[src/rtl/bseq_pkg.sv]
package bseq_pkg;

   // Burst walk order, captured at each load
   typedef enum logic {
      ORD_LINEAR = 1'b0,
      ORD_XOR    = 1'b1
   } bseq_order_e;

   // Build-time choice of which orders the mapper implements
   localparam int unsigned ORDER_BOTH        = 0;
   localparam int unsigned ORDER_LINEAR_ONLY = 1;
   localparam int unsigned ORDER_XOR_ONLY    = 2;

endpackage

[src/rtl/bseq_load_arb.sv]
module bseq_load_arb (
   input  logic strobe_proc,
   input  logic strobe_ctrl,
   input  logic chip_en,
   input  logic adv,
   output logic load_now,
   output logic step_now
);

   logic proc_ok;

   always_comb begin
      proc_ok  = strobe_proc & chip_en;
      load_now = strobe_ctrl | proc_ok;
      // a load takes priority over an advance in the same cycle
      step_now = adv & ~load_now;
   end

endmodule

[src/rtl/bseq_beat_ctr.sv]
module bseq_beat_ctr #(
   parameter int unsigned BEAT_W = 2
) (
   input  logic              clk,
   input  logic              rst_n,
   input  logic              clear,
   input  logic              step,
   output logic [BEAT_W-1:0] beat_q
);

   localparam logic [BEAT_W-1:0] BEAT_ONE = BEAT_W'(1);

   always_ff @(posedge clk) begin
      if (!rst_n) begin
         beat_q <= '0;
      end else if (clear) begin
         beat_q <= '0;
      end else if (step) begin
         // natural wrap inside the burst group
         beat_q <= beat_q + BEAT_ONE;
      end
   end

endmodule

[src/rtl/bseq_addr_hold.sv]
module bseq_addr_hold
   import bseq_pkg::*;
#(
   parameter int unsigned ADDR_W = 18
) (
   input  logic              clk,
   input  logic              rst_n,
   input  logic              load,
   input  logic [ADDR_W-1:0] d_addr,
   input  logic              d_order,
   output logic [ADDR_W-1:0] base_q,
   output bseq_order_e       order_q
);

   always_ff @(posedge clk) begin
      if (!rst_n) begin
         base_q  <= '0;
         order_q <= ORD_LINEAR;
      end else if (load) begin
         base_q  <= d_addr;
         order_q <= bseq_order_e'(d_order);
      end
   end

endmodule

[src/rtl/bseq_order_map.sv]
module bseq_order_map
   import bseq_pkg::*;
#(
   parameter int unsigned BEAT_W        = 2,
   parameter int unsigned ORDER_SUPPORT = ORDER_BOTH
) (
   input  logic [BEAT_W-1:0] start_low,
   input  logic [BEAT_W-1:0] beat,
   input  bseq_order_e       order,
   output logic [BEAT_W-1:0] low_out
);

   logic [BEAT_W-1:0] lin_low;
   logic [BEAT_W-1:0] xor_low;

   // linear: modulo add inside the group
   always_comb lin_low = start_low + beat;

   // interleaved: per-bit toggle by the beat count
   for (genvar b = 0; b < BEAT_W; b++) begin : g_xor_bit
      assign xor_low[b] = start_low[b] ^ beat[b];
   end

   if (ORDER_SUPPORT == ORDER_LINEAR_ONLY) begin : g_lin
      logic unused_sel;
      assign unused_sel = ^{order, xor_low};
      assign low_out    = lin_low;
   end else if (ORDER_SUPPORT == ORDER_XOR_ONLY) begin : g_xor
      logic unused_sel;
      assign unused_sel = ^{order, lin_low};
      assign low_out    = xor_low;
   end else begin : g_both
      always_comb begin
         unique case (order)
            ORD_XOR:    low_out = xor_low;
            default:    low_out = lin_low;
         endcase
      end
   end

endmodule

[src/rtl/bseq_top.sv]
module bseq_top
   import bseq_pkg::*;
#(
   parameter int unsigned ADDR_W        = 18,
   parameter int unsigned BEAT_W        = 2,
   parameter int unsigned ORDER_SUPPORT = ORDER_BOTH
) (
   input  logic              clk,
   input  logic              rst_n,
   input  logic [ADDR_W-1:0] ext_addr,
   input  logic              strobe_proc,
   input  logic              strobe_ctrl,
   input  logic              chip_en,
   input  logic              adv,
   input  logic              order_sel,
   output logic [ADDR_W-1:0] addr_out,
   output logic [BEAT_W-1:0] beat_idx
);

   localparam int unsigned UPPER_W = ADDR_W - BEAT_W;

   // elaboration-time parameter checks
   if (BEAT_W < 1) begin : g_bad_beat
      $error("bseq_top: BEAT_W must be at least 1");
   end
   if (ADDR_W <= BEAT_W) begin : g_bad_addr
      $error("bseq_top: ADDR_W must exceed BEAT_W");
   end
   if (ORDER_SUPPORT > ORDER_XOR_ONLY) begin : g_bad_order
      $error("bseq_top: ORDER_SUPPORT out of range");
   end

   logic              load_now;
   logic              step_now;
   logic [ADDR_W-1:0] base_q;
   bseq_order_e       order_q;
   logic [BEAT_W-1:0] beat_q;
   logic [BEAT_W-1:0] low_bits;

   bseq_load_arb u_arb (
      .strobe_proc (strobe_proc),
      .strobe_ctrl (strobe_ctrl),
      .chip_en     (chip_en),
      .adv         (adv),
      .load_now    (load_now),
      .step_now    (step_now)
   );

   bseq_addr_hold #(.ADDR_W(ADDR_W)) u_hold (
      .clk     (clk),
      .rst_n   (rst_n),
      .load    (load_now),
      .d_addr  (ext_addr),
      .d_order (order_sel),
      .base_q  (base_q),
      .order_q (order_q)
   );

   bseq_beat_ctr #(.BEAT_W(BEAT_W)) u_beat (
      .clk    (clk),
      .rst_n  (rst_n),
      .clear  (load_now),
      .step   (step_now),
      .beat_q (beat_q)
   );

   bseq_order_map #(
      .BEAT_W        (BEAT_W),
      .ORDER_SUPPORT (ORDER_SUPPORT)
   ) u_map (
      .start_low (base_q[BEAT_W-1:0]),
      .beat      (beat_q),
      .order     (order_q),
      .low_out   (low_bits)
   );

   logic [UPPER_W-1:0] upper_bits;
   assign upper_bits = base_q[ADDR_W-1:BEAT_W];
   assign addr_out   = {upper_bits, low_bits};
   assign beat_idx   = beat_q;

endmodule

[config.mk]
export PLATFORM = sky130hd
export DESIGN_NAME = bseq_top
export DESIGN_NICKNAME = d
export VERILOG_FILES = /design/src/rtl/bseq_pkg.sv /design/src/rtl/bseq_load_arb.sv /design/src/rtl/bseq_beat_ctr.sv /design/src/rtl/bseq_addr_hold.sv /design/src/rtl/bseq_order_map.sv /design/src/rtl/bseq_top.sv
export SDC_FILE = /design/constraint.sdc
export NUM_CORES = 1
export LEC_CHECK = 0
export BUFFER_PORTS_ARGS = -buffer_cell sky130_fd_sc_hd__buf_4
export CAP_MARGIN = 20
export CELL_PAD_IN_SITES_DETAIL_PLACEMENT = 2
export CELL_PAD_IN_SITES_GLOBAL_PLACEMENT = 2
export CORE_MARGIN = 2
export CORE_UTILIZATION = 26
export DETAILED_ROUTE_END_ITERATION = 12
export GPL_ROUTABILITY_DRIVEN = 1
export HOLD_SLACK_MARGIN = 0.08
export PLACE_DENSITY_LB_ADDON = 0.15
export SLEW_MARGIN = 20
export SYNTH_ARGS = -nofsm -noshare
export SYNTH_HDL_FRONTEND = slang
export SYNTH_SLANG_ARGS = --single-unit
[constraint.sdc]
create_clock -name clk -period 1.1 [get_ports clk]
set_input_delay 0.055 -clock clk [delete_from_list [all_inputs] [get_ports clk]]
set_output_delay 0.055 -clock clk [all_outputs]
set_load 0.02 [all_outputs]
# == Word-level counts from Yosys, hierarchy flattened ==
# Cells that the tools add are included.
# op_classes
bitwise_logic,7
reduce_logical,1
addsub,2
multipliers,0
shifts,0
div_mod_pow,0
mux,1
eq_ne,0
magnitude_cmp,0
# ops
operator,n
adder 2 x 1 -> 2 bit (second input constant),1
adder 2 bit,1
AND 1 bit,2
2-to-1 mux 2 bit,1
inverter 1 bit,2
OR reduction 2 bit,1
XOR 1 bit,2
OR 1 bit,1
# word_totals
inputBits,25
mem_bits_rw,0
latch_bits,0
ff_bits,21
out_inout_bits,20
memories,0
elab_cells,14
rom_bits,0

# == Longest topological paths before layout ==
# depth
word_depth,4
ltp_mapped,4
depth_no_buf,3

# == Hierarchy ==
# From an unflattened synthesis, not the netlist that was laid out.
# unflattened
hier_cells,75
hier_area_um2,863.3
# by_module_without_submodules
module,cells_per_inst,instances,seq_area_each_um2,area_per_inst_um2
bseq_addr_hold,60,1,380.4,724.4
bseq_beat_ctr,8,1,40.0,85.1
bseq_order_map,4,1,0.0,36.3
bseq_load_arb,3,1,0.0,17.5

# == Least setup slack after synthesis ==
# OpenSTA, ideal clock, no wires.
# synth_path
kind,register to output
from,register u_beat.beat_q[0]
to,output port addr_out[1]
n_path_buf,0
required_time_ns,1.045
arrival_time_ns,1.116
slack_ns,-0.071
path_stages_with_launch,4
path_cell_list,dfxtp_1 > ha_1 > nor2b_1 > xnor2_1
# synth_between
elab_chain_len,2
# synth_rtl
element,line_no,source
from (decl),bseq_beat_ctr.sv:8,output logic [BEAT_W-1:0] beat_q
from (signal assigned),bseq_beat_ctr.sv:20,beat_q <= beat_q + BEAT_ONE;
adder 2 bit,bseq_order_map.sv:17,always_comb lin_low = start_low + beat;
2-to-1 mux 2 bit,bseq_order_map.sv:34,unique case (order)
to (decl),bseq_top.sv:16,"output logic [ADDR_W-1:0] addr_out,"
# Every way passes these cells.

# == Worst setup path after layout ==
# layout_path
from,register u_hold.base_q[0]
to,output port addr_out[1]
# layout_between
elab_chain_len,2
# layout_rtl
element,line_no,source
from (decl),bseq_addr_hold.sv:11,"output logic [ADDR_W-1:0] base_q,"
from (signal assigned),bseq_addr_hold.sv:20,base_q <= d_addr;
adder 2 bit,bseq_order_map.sv:17,
2-to-1 mux 2 bit,bseq_order_map.sv:34,
# Every way passes these cells.

==> impl_metrics.json <==
{
  "grt_pass1_vias": 968,
  "diodes": 0,
  "status": "complete, but fails checks",
  "cap_violations": 0,
  "gr-usage-all-layers": 0.128,
  "period_needed_ps": 1210,
  "synth_edf_count": 0,
  "fmax_ghz": 0.824,
  "rr_worst_depth": 3,
  "fill_cells": 404,
  "cp-start-kind": "register",
  "antenna_found_initial": 0,
  "maxSlewHeadroom": 0.751,
  "fin_hold_ws_ps": 232,
  "wl_mm": 2.63,
  "ys.flop_type": "dfxtp_1",
  "p_leak_nw": 0.730,
  "coreArea_mm2": 0.00372,
  "hp-class": "input port to register",
  "tightest_slew_ps": 373,
  "cts_tree": "built",
  "io_pins": 45,
  "netlist_instances": 112,
  "critical_path_arrival_ps": 1160,
  "die_area_mm2": 0.00445,
  "hold_viol": 0,
  "setup-violations-final": 1,
  "synth_cell_type_count": 17,
  "numClockSinks": 21,
  "postSynthRegisterBits": 21,
  "die_w_um": 66.7,
  "tns_ps": -114,
  "synth_nets": 138,
  "violations": "setup timing",
  "period_share": 1.10,
  "initial_core_util": 0.275,
  "gp_congestion": 0.574,
  "wl_per_cell_um": 12.5,
  "yosys_warnings": 0,
  "grt_pass1_wl_mm": 4.21,
  "synth_area_leader_cell": "dfxtp_1",
  "cts-root-buf": "clkbuf_8",
  "cp_max_fo": 2,
  "clockBufferDepth": 2,
  "finClkSkew_ps": 0.104,
  "r2r-start": "u_beat.beat_q[0]",
  "critPathCaptureType": "primary output",
  "htree_levels": 1,
  "clk-insertion-delay-late_ps": 260,
  "grt_max_degree": 40,
  "utilization": 0.426,
  "async_flop_share": 0,
  "vdd_drop_max_v": 0.000497,
  "hpwl_mm": 1.68,
  "crit_end": "addr_out[1]",
  "path_class": "register to primary output",
  "rows": 22,
  "synth.cell_area_mm2": 0.00102,
  "area_growth_pct": 54.5,
  "reg2reg_to": "u_beat.beat_q[1]",
  "setup_ws_ps": -114,
  "avgSynthCellArea_um2": 9.14,
  "drc": 0,
  "yosysMostFrequentCell": "nand2_1",
  "power.density_mw_per_mm2": 1130,
  "drive_above_1_share": 0.362,
  "cp-startpoint": "u_hold.base_q[0]",
  "port_buffers": 44,
  "slew_viol_final": 0,
  "post_cts_buffers": 0,
  "yosysTopAreaCellShare": 0.411,
  "overflow": 0,
  "vias_per_cell": 4.25,
  "fin_nets": 190,
  "place_ws_ps": 106,
  "initialDrtViolationCount": 35,
  "ff2ff_setup_slack_ps": 180,
  "cts_made_buffers": 3,
  "path_clk_slew_ps": 80,
  "ys_seq_area_frac": 0.411,
  "rsz0062_at_grt": "true",
  "die_y_um": 66.7,
  "worst_ep_required_time_ps": 1040,
  "synthTopCellsByArea": "dfxtp_1 (41%), mux2i_1 (19%), nand2_1 (14%), buf_4 (12%), xnor2_1 (2.6%)",
  "dr.pass1.iters": 3,
  "ant_nets": 0,
  "vias": 896,
  "synthTopCellsByCount": "nand2_1 (38), dfxtp_1 (21), mux2i_1 (19)"
}
## registers in the layout (all words and copies together) (netlist names)
| register | cells |
|---|---|
| u_hold.order_q | 1 |
| u_beat.beat_q | 2 |
| u_hold.base_q | 18 |
## logic make-up after synthesis
family                     synth area share
AOI/OAI and AO/OA                    0.0342
xor gates and xnor gates             0.0257
adders and majority gates            0.0122
buffers and inverters                 0.174
DFF                                   0.411
muxes                                 0.186
and+or+nand+nor                       0.158
## stage by stage
stage / instances / area (um2) / power, mW
global route: 211 / 1580 / 1.90
floorplan: 112 / 1030 / 1.11
finish: 211 / 1580 / 1.79
global placement: 184 / 1270 / 1.21
detailed placement: 184 / 1270 / 1.23
CTS: 211 / 1570 / 1.83
## worst min-delay path by stage
stage,end,from,cells after the start
CTS,u_hold.base_q[0],strobe_ctrl,4
global placement,u_hold.base_q[17],ext_addr[17],3
floorplan,u_hold.base_q[0],ext_addr[0],2
global route,u_hold.base_q[0],strobe_ctrl,4
detailed placement,u_hold.base_q[13],ext_addr[13],3
finish,u_hold.base_q[0],rst_n,3
## layer usage
layer  GRT usage  wire length [um]
met5           0                 0
met2       0.251              1490
met1       0.126               980
met3      0.0236               121
met4      0.0612                42
## final cells by class
class                      instances  area [um2]  area share
clock buffer                       3        41.3      0.0261
multi-input combinational         68         460       0.291
tap                               48        60.1      0.0380
inverter                           1        3.75     0.00237
sequential                        21         423       0.267
timing repair buffer              69         588       0.372
clock inverter                     1        5.00     0.00316
## worst max-delay path, stage by stage, from the launching register on
cell and delay (ps):
dfxtp_2 340, ha_4 150, nor2b_4 120, xnor2_2 140
buf_4 150
## cell usage in the layout (no fill, tap or decap), types with 2 or more instances in the layout
cell,n
buf_4,45
clkbuf_8,3
dfxtp_1,19
dfxtp_2,2
dlygate4sd3_1,23
mux2i_1,19
nand2_1,38
xnor2_2,2
## timing repair
item | 4_1_cts | 5_1_grt
pin swaps | 0 | 2
cloned | 0 | 0
resized for setup | 6 | 1
hold buffers | 23 | 0
hold endpoints to repair | 21 | 0
endpoints found under the setup margin | 2 | 2
## power by group
| part | switching (mW) | internal [mW] |
|---|---|---|
| Sequential | 0.0302 | 0.812 |
| Clock | 0.260 | 0.253 |
| Combinational | 0.194 | 0.240 |
Note: power is estimated with default switching activity, not from simulation.
